--- src/rtl/irq_pick_pkg.sv ---
`timescale 1ns/1ps
package irq_pick_pkg;
   typedef enum logic [1:0] {
      LVL_USER  = 2'd0,
      LVL_SUPER = 2'd1,
      LVL_RSVD  = 2'd2,
      LVL_MACH  = 2'd3
   } lvl_e;

   localparam int ENC_SCAN = 0;
   localparam int ENC_ISO  = 1;
endpackage

--- src/rtl/irq_pick_gate.sv ---
`timescale 1ns/1ps
module irq_pick_gate
   import irq_pick_pkg::*;
#(
   parameter int W = 16
) (
   input  logic [W-1:0] pend,
   input  logic [W-1:0] en,
   input  logic [W-1:0] deleg,
   input  logic [1:0]   priv,
   input  logic         m_gie,
   input  logic         s_gie,
   output logic [W-1:0] qual
);
   logic         below_m;
   logic         below_s;
   logic         m_open;
   logic         s_open;
   logic [W-1:0] cand;
   logic [W-1:0] m_lane;
   logic [W-1:0] s_lane;

   always_comb begin
      below_m = (priv != LVL_MACH);
      below_s = (priv == LVL_USER);
      m_open  = below_m | ((priv == LVL_MACH) & m_gie);
      s_open  = below_s | ((priv == LVL_SUPER) & s_gie);
   end

   assign cand   = pend & en;
   assign m_lane = cand & ~deleg & {W{m_open}};
   assign s_lane = cand &  deleg & {W{s_open}};
   assign qual   = m_lane | s_lane;
endmodule

--- src/rtl/irq_pick_lsb.sv ---
`timescale 1ns/1ps
module irq_pick_lsb
   import irq_pick_pkg::*;
#(
   parameter int W     = 16,
   parameter int STYLE = ENC_SCAN,
   localparam int IW   = $clog2(W)
) (
   input  logic [W-1:0]  vec,
   output logic          found,
   output logic [IW-1:0] idx
);
   assign found = |vec;

   generate
      if (STYLE == ENC_SCAN) begin : g_scan
         always_comb begin
            idx = '0;
            for (int i = W - 1; i >= 0; i--) begin
               if (vec[i]) idx = IW'(i);
            end
         end
      end else begin : g_iso
         logic [W-1:0] iso;
         assign iso = vec & (~vec + W'(1));

         function automatic logic [W-1:0] bit_mask(input int b);
            logic [W-1:0] m;
            for (int i = 0; i < W; i++) m[i] = ((i >> b) & 1) == 1;
            return m;
         endfunction

         for (genvar b = 0; b < IW; b++) begin : g_bit
            localparam logic [W-1:0] MSK = bit_mask(b);
            assign idx[b] = |(iso & MSK);
         end
      end
   endgenerate
endmodule

--- src/rtl/irq_pick_sel.sv ---
`timescale 1ns/1ps
module irq_pick_sel
   import irq_pick_pkg::*;
#(
   parameter int W         = 16,
   parameter int ENC_STYLE = ENC_SCAN,
   parameter bit REG_OUT   = 1'b1,
   localparam int IW       = $clog2(W)
) (
   input  logic          clk,
   input  logic          rst,
   input  logic [W-1:0]  pend_i,
   input  logic [W-1:0]  en_i,
   input  logic [W-1:0]  deleg_i,
   input  logic [1:0]    priv_i,
   input  logic          m_gie_i,
   input  logic          s_gie_i,
   output logic          take_o,
   output logic [IW-1:0] cause_o
);
   generate
      if (W < 2 || W > 64) begin : g_bad_w
         $error("irq_pick_sel: W must lie in 2..64");
      end
      if (ENC_STYLE != ENC_SCAN && ENC_STYLE != ENC_ISO) begin : g_bad_enc
         $error("irq_pick_sel: unknown ENC_STYLE");
      end
   endgenerate

   logic [W-1:0]  qual;
   logic          hit;
   logic [IW-1:0] hit_idx;

   irq_pick_gate #(.W(W)) u_gate (
      .pend  (pend_i),
      .en    (en_i),
      .deleg (deleg_i),
      .priv  (priv_i),
      .m_gie (m_gie_i),
      .s_gie (s_gie_i),
      .qual  (qual)
   );

   irq_pick_lsb #(.W(W), .STYLE(ENC_STYLE)) u_lsb (
      .vec   (qual),
      .found (hit),
      .idx   (hit_idx)
   );

   generate
      if (REG_OUT) begin : g_reg
         always_ff @(posedge clk) begin
            if (rst) begin
               take_o  <= 1'b0;
               cause_o <= '0;
            end else begin
               take_o  <= hit;
               cause_o <= hit ? hit_idx : '0;
            end
         end
      end else begin : g_comb
         logic unused_clk;
         assign unused_clk = clk ^ rst;
         assign take_o  = hit;
         assign cause_o = hit ? hit_idx : '0;
      end
   endgenerate
endmodule

--- config.mk ---
export PLATFORM = sky130hd
export DESIGN_NAME = irq_pick_sel
export DESIGN_NICKNAME = d
export VERILOG_FILES = /design/src/rtl/irq_pick_pkg.sv /design/src/rtl/irq_pick_gate.sv /design/src/rtl/irq_pick_lsb.sv /design/src/rtl/irq_pick_sel.sv
export SDC_FILE = /design/constraint.sdc
export NUM_CORES = 1
export LEC_CHECK = 0
export BUFFER_PORTS_ARGS = -buffer_cell sky130_fd_sc_hd__buf_2
export CORE_ASPECT_RATIO = 0.8
export CORE_UTILIZATION = 42
export CTS_CLUSTER_DIAMETER = 120
export DETAILED_ROUTE_END_ITERATION = 6
export PLACE_DENSITY_LB_ADDON = 0.25
export SYNTH_ARGS = -nofsm -noshare
export SYNTH_HDL_FRONTEND = slang
export SYNTH_SLANG_ARGS = --single-unit
--- constraint.sdc ---
create_clock -name clk -period 2.2 [get_ports clk]
set_clock_uncertainty 0.05 [all_clocks]
set_input_delay 0.33 -clock clk [delete_from_list [all_inputs] [get_ports clk]]
set_output_delay 0.33 -clock clk [all_outputs]
set_load 0.03 [all_outputs]
Word-level counts from Yosys, hierarchy flattened:

Index checks and enable logic that the tools add are counted.

* register bits: 5
* input port bits: 54
* output and inout bits: 5
* logic and storage cells: 41

* equal/unequal tests: 3
* mux-type cells: 15
* reductions and logical operators: 6
* bitwise logic cells: 12

Operators with widths (number)
* 16-bit AND: 5
* 4-bit two-way mux: 8
* 16-bit NOT: 1
* 16-bit bitwise OR: 1
* 16-bit OR reduction: 1
* 3-bit two-way mux: 4
* 10-bit OR reduction: 1
* 6-bit OR reduction: 1
* 2-bit two-way mux: 2
* 4-bit OR reduction: 1
* 3-bit OR reduction: 1
* 1-bit AND: 2
* 2-bit by 1-bit == test with 1-bit output (second input constant): 1
* 2-bit == test (second input constant): 1
* 2-bit logical NOT: 1
* 2-bit inequality test (second input constant): 1
* 1-bit bitwise OR: 2
* 1-bit two-way mux: 1
* 1-bit NOT: 1

Depth between registers and ports, before layout:

Gate-level depths: netlist (run 1).

* word-level depth: 20
* gate-level depth with buffers: 8
* mapped depth without buffers: 6

Cells and area by module:

A second synthesis (run 1) with hierarchy kept.

* cell total of the unflattened synthesis: 85
* area total of the unflattened synthesis: 620.6 sq um

By module, submodules not included
* irq_pick_gate: sequential area each 0.0 sq um, instances 1, cells an instance 41, area an instance 302.8 sq um
* irq_pick_lsb: sequential area each 0.0 sq um, instances 1, cells an instance 34, area an instance 176.4 sq um
* irq_pick_sel: sequential area each 100.1 sq um, instances 1, cells an instance 10, area an instance 141.4 sq um

Worst setup path after synthesis (run 1):

No wires, ideal clock.

* path type: input -> register
* start point: input priv_i[0]
* end point: register cause_o[0]
* required time: 2.034 ns
* cell stages on the path: 8
* setup time: 0.116 ns
* buffers on the path: 2
* data arrival time: 1.559 ns
* setup slack: 0.475 ns
* cell sequence: nor2b_4 buf_6 or2_0 buf_2 o221a_1 o221ai_2 a221oi_2 o211a_1

* word-level cells in the longest chain between the ends: 20
* elaborated cells on any way between the ends: 29
* classes of those cells: 3 x eq/ne; 15 x mux; 8 x bitwise; 3 x reduce/logical

RTL lines
* start: declaration: line irq_pick_sel.sv:15 `input logic [1:0] priv_i,`
* 2-bit == test or 2-bit by 1-bit == test with 1-bit output (tied branches): line irq_pick_gate.sv:26, irq_pick_gate.sv:27
* 1-bit AND, on equally long branches: line irq_pick_gate.sv:26, irq_pick_gate.sv:27
* 1-bit bitwise OR, on equally long branches: line irq_pick_gate.sv:26, irq_pick_gate.sv:27
* 16-bit AND, on equally long branches: line irq_pick_gate.sv:31, irq_pick_gate.sv:32
* 16-bit bitwise OR (*): line irq_pick_gate.sv:33 `assign qual = m_lane | s_lane;`
* 4-bit two-way mux (8 in a row): line irq_pick_lsb.sv:20 `if (vec[i]) idx = IW'(i);`
* 3-bit two-way mux (4 in a row): line irq_pick_lsb.sv:20
* 2-bit two-way mux (2 in a row): line irq_pick_lsb.sv:20
* 1-bit two-way mux: line irq_pick_lsb.sv:20
* end signal: assignment: line irq_pick_sel.sv:58 `cause_o <= hit ? hit_idx : '0;`
* end: declaration: line irq_pick_sel.sv:19 `output logic [IW-1:0] cause_o`

Mark *: on every way between the ends. The rest lies on a longest branch, timed or not.
A chain may end at the register's enable or synchronous reset.

Worst setup path in the final report (run 1):

* start point: input priv_i[0]
* end point: register cause_o[1]

* word-level cells in the longest chain between the ends: 19
* elaborated cells on any way between the ends: 28
* classes of those cells: 3 x eq/ne; 14 x mux; 8 x bitwise; 3 x reduce/logical

RTL lines (line)
* 2-bit == test or 2-bit by 1-bit == test with 1-bit output (tied branches): irq_pick_gate.sv:26, irq_pick_gate.sv:27
* 1-bit AND, on equally long branches: irq_pick_gate.sv:26, irq_pick_gate.sv:27
* 1-bit bitwise OR, on equally long branches: irq_pick_gate.sv:26, irq_pick_gate.sv:27
* 16-bit AND, on equally long branches: irq_pick_gate.sv:31, irq_pick_gate.sv:32
* 16-bit bitwise OR (*): irq_pick_gate.sv:33
* 4-bit two-way mux (8 in a row): irq_pick_lsb.sv:20
* 3-bit two-way mux (4 in a row): irq_pick_lsb.sv:20
* 2-bit two-way mux (2 in a row): irq_pick_lsb.sv:20

Marked as above.

==> qor.yml, run 1 <==
ys_seq_elements: 5
synth_top_cell_area_share: 0.1141
timing.hold.ws_ns: 0.2250
post-route-min-period_ns: 1.619
antenna_left: 0
max_freq_mhz: 617.7
start_kind: "input port"
tns_ns: 0
yosysWarningCount: 0
status: "finished, final reports clean"
slew_headroom: 0.7431
track_usage: 0.2615
post_cts_resized: 0
synthesis.nets: 185
grt_pass1_wl_um: 4505
area_growth_pct: 36.80
io_buffer_count: 58
post_cts_buffers: 0
fin_util: 0.6227
io_pins: 59
vias: 1292
die_w_um: 53.09
wl_met2_um: 1233
synth_area_per_cell_um2: 6.695
grt_max_degree: 15
hold_viol: 0
via_per_inst: 6.066
dr.pass1.iters: 5
routed_wl_um: 2799
leakage_nw: 0.5898
multi_input_area_um2: 745.7
ys.flop_type: "dfxtp_1"
async_reset_ff_frac: 0
drive_gt1_frac: 0.3598
crit_chain: "buf_2 -> nor2b_4 -> or2_0 -> a41oi_1 -> a21oi_1 -> a41oi_2 -> o211a_1"
dieArea_um2: 2276
setup_violations: 0
antenna_found_initial: 0
slowest_stage: "or2_0"
irDropWorstVdd_mv: 0.3026
clk_pin_slew_worst_paths_ns: 0.04
regArea_um2: 100.1
fillers: 205
drt-initial-drc-count: 46
p_per_area_nw_per_um2: 375.1
ys_types: 37
crit_type: "in2reg"
place_hpwl_um: 2296
period_share: 0.7359
worst_slew_pin_slew_ns: 0.3854
ys_seq_area_frac: 0.1141
synthTopCellsByArea: "dfxtp_1 11%, nand3b_1 10%, nand2_1 9.8%"
grt_remaining_overflow: 0
cts_max_path_buffers: 2
core-area_um2: 1927
rows: 14
yosys.area.top_type: "dfxtp_1"
wl_met3_um: 249
place_congestion: 0.9348
slew_viol_final: 0
cts_hold_buffers: 0
drv_cap: 0
max_stage_delay_ns: 0.35
numCtsBuffers: 3
drc: 0
clock_sinks: 5
cp-end-kind: "flop"
htree_levels: 1
cp_max_fo: 9
routed.top_layer: "met4"
synth-edff-count: 0
drt-met1-wl_um: 1262
syn_area_um2: 877.1
nets: 244
rsz0062_at_grt: "no"
grt_pass1_vias: 1065
initial_core_util: 0.4552
min_path_cells: 2
worstPathArrival_ns: 1.71
min_path_type: "in2reg"
cp.required_ns: 2.29
fp.dieH_um: 42.88
diodes: 0
synthCells: 131
cts_tree: "built"
wl_per_cell_um: 13.14
cts-root-buf: "clkbuf_4"
-- routing by layer --
| metal | GRT usage | vias up |
|---|---|---|
| li1 | - | 642 |
| met1 | 0.3625 | 565 |
| met2 | 0.4152 | 75 |
| met3 | 0.05376 | 10 |
| met4 | 0.04737 | 0 |
| met5 | 0 | - |
-- logic make-up after synthesis --
| logic type | share of synthesized area |
|---|---|
| flops | 0.1141 |
| simple gates | 0.4137 |
| buf+inv | 0.03566 |
| compound gates | 0.4365 |
-- cell usage after synthesis (2+ instances only) --
cell type and n:
a21oi_1 17, a22oi_1 2, a41oi_1 2, buf_2 4, dfxtp_1 5, nand2_1 23, nand3_1 17, nand3b_1 12
nand4_1 5, nor2_1 3, nor2b_1 2, o2111ai_1 3, o211a_1 2, o21ai_0 9, o221ai_1 2, o32ai_1 2
-- flip-flops by register name, indices dropped and copies added, names as in the netlist --
register	flops
take_o	1
cause_o	4
-- where the power goes --
part | total, mW | switching (mW) | internal, mW
clock | 0.109 | 0.0402 | 0.0687
sequential | 0.103 | 0.00217 | 0.101
combinational | 0.238 | 0.134 | 0.105
total | 0.450 | 0.176 | 0.274
-- area by class of cell --
type / count / share of cell area
Timing Repair Buffer: 59 / 0.2482
Tap cell: 24 / 0.02503
Multi-Input combinational cell: 121 / 0.6215
Sequential cell: 5 / 0.08342
Clock buffer: 4 / 0.02190
-- final timing paths --
kind | startpoint | to | slack [ns]
setup / recovery | priv_i[0] | cause_o[1] | 0.58
hold / removal | rst | take_o | 0.22
-- through the flow --
| step | cell area [µm²] | std cells | worst slack (ns) | power (mW) |
|---|---|---|---|---|
| 2_1_floorplan | 877.1 | 131 | 0.4746 | 0.2486 |
| 3_3_place_gp | 1174 | 209 | 0.4051 | 0.3349 |
| 3_5_place_dp | 1174 | 209 | 0.3380 | 0.3397 |
| 4_1_cts | 1200 | 213 | 0.5766 | 0.4502 |
| 5_1_grt | 1200 | 213 | 0.4384 | 0.4873 |
| 6_report | 1200 | 213 | 0.5811 | 0.4501 |
-- worst max-delay path: cells and delay by family --
kind            cells  cell delay, ns
buf+inv             1            0.09
simple gates        2            0.58
compound gates      4            0.70
-- cell usage in the layout (no fill, tap or decap) --
cell / instances
buf_2: 58
nand2_1: 23
nand3_1: 17
a21oi_1: 17
nand3b_1: 12
o21ai_0: 9
nand4_1: 5
dfxtp_1: 5
nor2_1: 3
o2111ai_1: 3
clkbuf_4: 3
nor2b_1: 2
a41oi_1: 2
a22oi_1: 2
o32ai_1: 2
o221ai_1: 2
o211a_1: 2
or2_2: 1
nor2b_4: 1
o21a_1: 1
or2_0: 1
and3b_1: 1
o2bb2ai_1: 1
a31o_2: 1
nor3_1: 1
a21o_1: 1
o221a_1: 1
o221ai_2: 1
a31oi_1: 1
a221oi_2: 1
a41oi_2: 1
a22o_1: 1
a222oi_1: 1
a211oi_1: 1
a221oi_1: 1
nand2b_1: 1
a21boi_0: 1
clkbuf_1: 1
buf_4: 1
No activity file was read; power rests on OpenSTA's default activity.
==> run 2: changes to the inputs <==
- ABC_AREA: unset -> 1
- CORE_UTILIZATION: 42 -> 37
- clock period: 2.2 -> 1.6 ns (I/O delays scaled with it)
==> run 2 against run 1 <==
Against the previous run:
- synthesized cell count is 20% lower
- area after synthesis is 25% lower
- cell count is 2.3% lower
- wire length is 22% lower
- power is 40% higher
- largest cell class unchanged
==> qor.yml, run 2 <==
syn_area_um2: 656.9  # -25%
drv_cap: 0  # unchanged
synth_common_cells: "43 x nand2_1, 11 x inv_1, 6 x o2111ai_1, 5 x dfxtp_1, 5 x nor2_1"
fin_area_um2: 1240  # +3.3%
die_w_um: 49.11  # -7.5%
ys_types: 25  # -32%
cts-root-buf: "clkbuf_4"
synth_top_cell_area_share: 0.2457  # +0.1316
dieArea_um2: 1949  # -14%
crit_type: "in2reg"
clk_pin_slew_worst_paths_ns: 0.04  # about the same
place_ws_ns: -0.2075  # -0.5456 ns
via_per_inst: 4.856  # -20%
fillers: 144  # -30%
post-route-min-period_ns: 1.515
track_usage: 0.2067  # -0.05482
power_uw: 628.9  # +40%
tns_ns: 0  # unchanged
cts_tree: "built"
slowest_stage: "o211a_1"
startpoint: "m_gie_i"
worstHoldStart: "rst"
yosysWarningCount: 0  # unchanged
cp.required_ns: 1.68  # -0.61 ns
timing.hold.ws_ns: 0.2034  # -0.02160 ns
async_reset_ff_frac: 0  # unchanged
wl_per_cell_um: 10.48  # -20%
ys.flop_type: "dfxtp_1"
place_congestion: 0.7135  # -24%
dr.pass1.iters: 3  # -2
ys_seq_area_frac: 0.1524  # +0.03826
slew_viol_final: 0  # unchanged
crit_chain: "buf_2 -> inv_2 -> nand3_4 -> buf_6 -> o211a_1 -> nand2_1 -> nand3_2 -> nor3_2 -> nand2_1 -> nand2_2 -> a21oi_2 -> nand2_1 -> a21oi_2"
area_growth_pct: 88.76
cp_max_fo: 5  # -4
cts_max_path_buffers: 2  # unchanged
nets: 241  # -1.2%
synth-edff-count: 0  # unchanged
clock_sinks: 5  # unchanged
grt_pass1_wl_um: 3001  # -33%
cp-end-kind: "flop"
grt_remaining_overflow: 0  # unchanged
synthCells: 105  # -20%
synthesis.nets: 159  # -14%
p_per_area_nw_per_um2: 507.2  # +35%
min_path_type: "in2reg"
slew_headroom: 0.8388  # +0.09577
fp.dieH_um: 39.69  # -7.4%
ys_seq_elements: 5  # unchanged
initial_core_util: 0.3998  # -0.05535
numCtsBuffers: 3  # unchanged
start_kind: "input port"
yosys.area.top_type: "nand2_1"
status: "finished, final reports clean"
synth_area_per_cell_um2: 6.256  # -6.6%
vias: 1010  # -22%
grt_pass1_vias: 819  # -23%
hold_viol: 0  # unchanged
antenna_left: 0  # unchanged
io_pins: 59  # unchanged
io_buffer_count: 58  # unchanged
synthTopCellsByArea: "nand2_1 25%, dfxtp_1 15%, o2111ai_1 8.0%"
cts_hold_buffers: 0  # unchanged
max_stage_delay_ns: 0.22  # -0.13 ns
rows: 13  # -1
largest_register_ffs: 4  # unchanged
worstSetupEndpoint: "cause_o[1]"
top_register: "cause_o"
synth_most_common_cell: "nand2_1"
htree_levels: 1  # unchanged
irDropWorstVdd_mv: 0.2765  # -8.6%
drc: 0  # unchanged
final_common_cell: "buf_2"
diodes: 0  # unchanged
worst_slew_pin_slew_ns: 0.2403  # -0.1451 ns
place_hpwl_um: 1713  # -25%
leakage_nw: 0.6808  # +15%
antenna_found_initial: 0  # unchanged
layout_common_cells: "57 x buf_2, 41 x nand2_1, 20 x buf_4"
worstPathArrival_ns: 1.60  # -0.11 ns
period_share: 0.9466
dpl-instance-area_um2: 1065  # -9.3%
max_freq_mhz: 660.3
finalWorstSetupSlack_ns: 0.08550  # -0.4956 ns
routed_wl_um: 2179  # -22%
largest_registers: "cause_o x4, take_o x1"
drive_gt1_frac: 0.6022  # +0.2424
setup_violations: 0  # unchanged
grt_max_degree: 15  # unchanged
drt-initial-drc-count: 12  # -74%
path_common_cell: "nand2_1"
core-area_um2: 1643  # -15%
==> run 2: changes by cell type after synthesis, sizes merged, moves of 6 or more <==
cell	change
a21oi	-11
inv	+11
nand2	+23
nand3	-12
nand3b	-12
o2111ai	+6
==> run 2: per-layer routing <==
layer / track usage / routed length (µm) / vias up
met5: 0 / 0 / -
met4: 0.05882 / 13 / 0
met3: 0.06977 / 142 / 2
met2: 0.4212 / 1118 / 42
met1: 0.2044 / 904 / 440
li1: - / - / 526
==> run 2: area by class of cell <==
type                    count  area [µm²]  area share
well taps                  22       27.53     0.02220
repair buffers             78       446.7      0.3602
clock buffers               4       26.28     0.02119
inverters                  11       46.29     0.03734
flip-flops and latches      5       100.1     0.08073
multi-input cells          88       593.1      0.4783
==> run 2: cells by family after synthesis <==
logic type	after synthesis	share of synthesized area
buf+inv	13	0.09714
flops	5	0.1524
simple gates	64	0.4495
compound gates	23	0.3010
==> run 2: critical path, delay by kind of cell <==
kind                   cells  cell delay [ns]
AO/OA/AOI/OAI              3             0.29
buffers and inverters      3             0.33
AND/OR/NAND/NOR            7             0.73
==> run 2: repair_timing <==
item	in CTS	in global routing
resized for setup	0	25
buffers inserted	0	5
setup endpoints to repair	0	3
==> run 2: how the worst min path moves through the flow <==
stage,endpoint,slack [ns],cells past startpoint
2_1_floorplan,cause_o[3],0.36,3
3_3_place_gp,cause_o[3],0.45,4
3_5_place_dp,cause_o[3],0.45,4
4_1_cts,cause_o[3],0.19,4
5_1_grt,cause_o[3],0.22,4
6_report,cause_o[3],0.20,4
==> run 2: power breakdown <==
part / switching [mW] / internal [mW] / total (mW)
Sequential: 0.00212 / 0.137 / 0.139
Clock: 0.0512 / 0.0943 / 0.145
Combinational: 0.182 / 0.163 / 0.344
==> run 2: metrics by stage <==
stage,util,cells
6_report,0.7548,208
5_1_grt,0.7548,208
2_1_floorplan,-,105
3_5_place_dp,0.6481,198
3_3_place_gp,0.6481,198
4_1_cts,0.6641,202
==> run 3: changes to the inputs <==
- CORE_UTILIZATION: 37 -> 38
- CTS_BUF_LIST: unset -> sky130_fd_sc_hd__clkbuf_4 sky130_fd_sc_hd__clkbuf_8
==> run 3 against run 2 <==
Against the previous run:
- non-clock buffer count rose by 3
- global-route usage rose by 1.4 points
- clock power rose by 20%
- sequential share of layout area rose by 0.14 points
- critical endpoint unchanged
==> qor.yml, run 3 (synthesis gave the netlist of run 2 again) <==
min_path_type: "in2reg"
area_growth_pct: 85.52
antenna_found_initial: 0  # unchanged
worstHoldStart: "rst"
cp.required_ns: 1.69  # about the same
largest_registers: "cause_o x4, take_o x1"
cts_tree: "built"
vias: 1023  # +1.3%
drc: 0  # unchanged
largest_register_ffs: 4  # unchanged
worstPathArrival_ns: 1.61  # about the same
hold_viol: 0  # unchanged
fillers: 129  # -10%
antenna_left: 0  # unchanged
status: "finished, final reports clean"
numCtsBuffers: 3  # unchanged
clk_pin_slew_worst_paths_ns: 0.05  # about the same
layout_common_cells: "58 x buf_2, 41 x nand2_1, 22 x buf_4"
irDropWorstVdd_mv: 0.2697  # -2.5%
rows: 13  # unchanged
max_freq_mhz: 655.6  # -0.71%
slew_viol_final: 0  # unchanged
leakage_nw: 0.6986  # +2.6%
grt_pass1_vias: 825  # +0.73%
die_w_um: 48.49  # -1.3%
grt_pass1_wl_um: 3132  # +4.4%
drt-initial-drc-count: 20  # +8
cp_max_fo: 10  # +5
period_share: 0.9534  # +0.006793
fp.dieH_um: 39.19  # -1.3%
tns_ns: 0  # unchanged
io_buffer_count: 58  # unchanged
place_congestion: 0.7312  # +2.5%
core-area_um2: 1627  # -0.99%
initial_core_util: 0.4038  # +0.003999
cts_max_path_buffers: 2  # unchanged
start_kind: "input port"
dieArea_um2: 1900  # -2.5%
diodes: 0  # unchanged
drv_cap: 0  # unchanged
fin_util: 0.7492  # -0.005529
grt_max_degree: 15  # unchanged
min_path_cells: 4  # unchanged
cts_hold_buffers: 0  # unchanged
crit_type: "in2reg"
cp-end-kind: "flop"
cts-root-buf: "clkbuf_4"
place_hpwl_um: 1730  # +1.0%
whs_endpoint: "cause_o[3]"
htree_levels: 1  # unchanged
dr.pass1.iters: 4  # +1
post-route-min-period_ns: 1.525  # +0.01087 ns
slowest_stage: "o211a_1"
nets: 244  # +1.2%
p_per_area_nw_per_um2: 534.8  # +5.4%
worst_slew_pin_slew_ns: 0.2455  # +0.005167 ns
drive_gt1_frac: 0.5926  # -0.009558
via_per_inst: 4.848  # -0.15%
slew_headroom: 0.8362  # -0.002644
grt_remaining_overflow: 0  # unchanged
io_pins: 59  # unchanged
clock_sinks: 5  # unchanged
track_usage: 0.2203  # +0.01359
routed_wl_um: 2403  # +10%
max_stage_delay_ns: 0.21  # about the same
wl_per_cell_um: 11.39  # +8.7%
path_common_cell: "nand2_1"
setup_violations: 0  # unchanged
final_common_cell: "buf_2"
top_register: "cause_o"
crit_chain: "buf_2 -> nand3_4 -> buf_12 -> o211a_1 -> nand2_1 -> nand3_2 -> nor3_2 -> nand2_1 -> nand2_2 -> a21oi_2 -> nand2_1 -> a21oi_2"
==> run 3: cell types whose count changed in the layout (fill, tap and decap cells not counted), sizes merged <==
| cell | change |
|---|---|
| buf | +3 |
==> run 3: final cells by class <==
type / instances / area, µm² / area share
timing repair buffer: 81 / 475.5 / 0.3901
tap: 22 / 27.53 / 0.02259
multi-input combinational: 88 / 544.3 / 0.4466
sequential: 5 / 100.1 / 0.08214
inverter: 11 / 41.29 / 0.03388
clock buffer: 4 / 30.03 / 0.02464
==> run 3: metal layers <==
layer / global-route usage / share of wire
met1: 0.2323 / 0.43
met2: 0.4366 / 0.50
met3: 0.05882 / 0.061
met4: 0.08088 / 0.0079
met5: 0 / 0
==> run 3: worst max path at each step <==
| stage | slack (ns) | endpoint | cells past startpoint | start |
|---|---|---|---|---|
| final | 0.07 | cause_o[1] | 12 | priv_i[0] |
| after detailed placement | -0.17 | cause_o[1] | 12 | m_gie_i |
| after floorplan | 0.11 | cause_o[1] | 11 | m_gie_i |
| after global routing | -0.03 | cause_o[0] | 19 | priv_i[0] |
| after global placement | -0.09 | cause_o[1] | 12 | m_gie_i |
| after CTS | 0.09 | cause_o[1] | 12 | m_gie_i |
==> run 3: stage by stage <==
stage	instance area, µm²	hold slack [ns]	std cells	setup slack [ns]	total power [mW]
global placement	1092	0.4565	200	-0.09065	0.4301
detailed placement	1092	0.4705	200	-0.1655	0.4412
finish	1219	0.2114	211	0.07463	0.6518
CTS	1122	0.2070	204	0.09105	0.6146
global route	1219	0.2178	211	-0.03296	0.6933
floorplan	656.9	0.3559	105	0.1098	0.2959
==> run 3: repair_timing <==
item,CTS,global route
gates resized for setup,0,14
buffers inserted,0,6
endpoints found under the setup margin,0,2
==> run 3: critical path: cells and delay by family <==
kind            cells  cell delay [ns]
simple gates        7             0.75
compound gates      3             0.30
buf+inv             2             0.31
==> run 3: power by group <==
part | switching [mW] | total [mW] | internal (mW)
logic | 0.178 | 0.338 | 0.160
clock network | 0.0622 | 0.174 | 0.112
registers | 0.00266 | 0.140 | 0.137
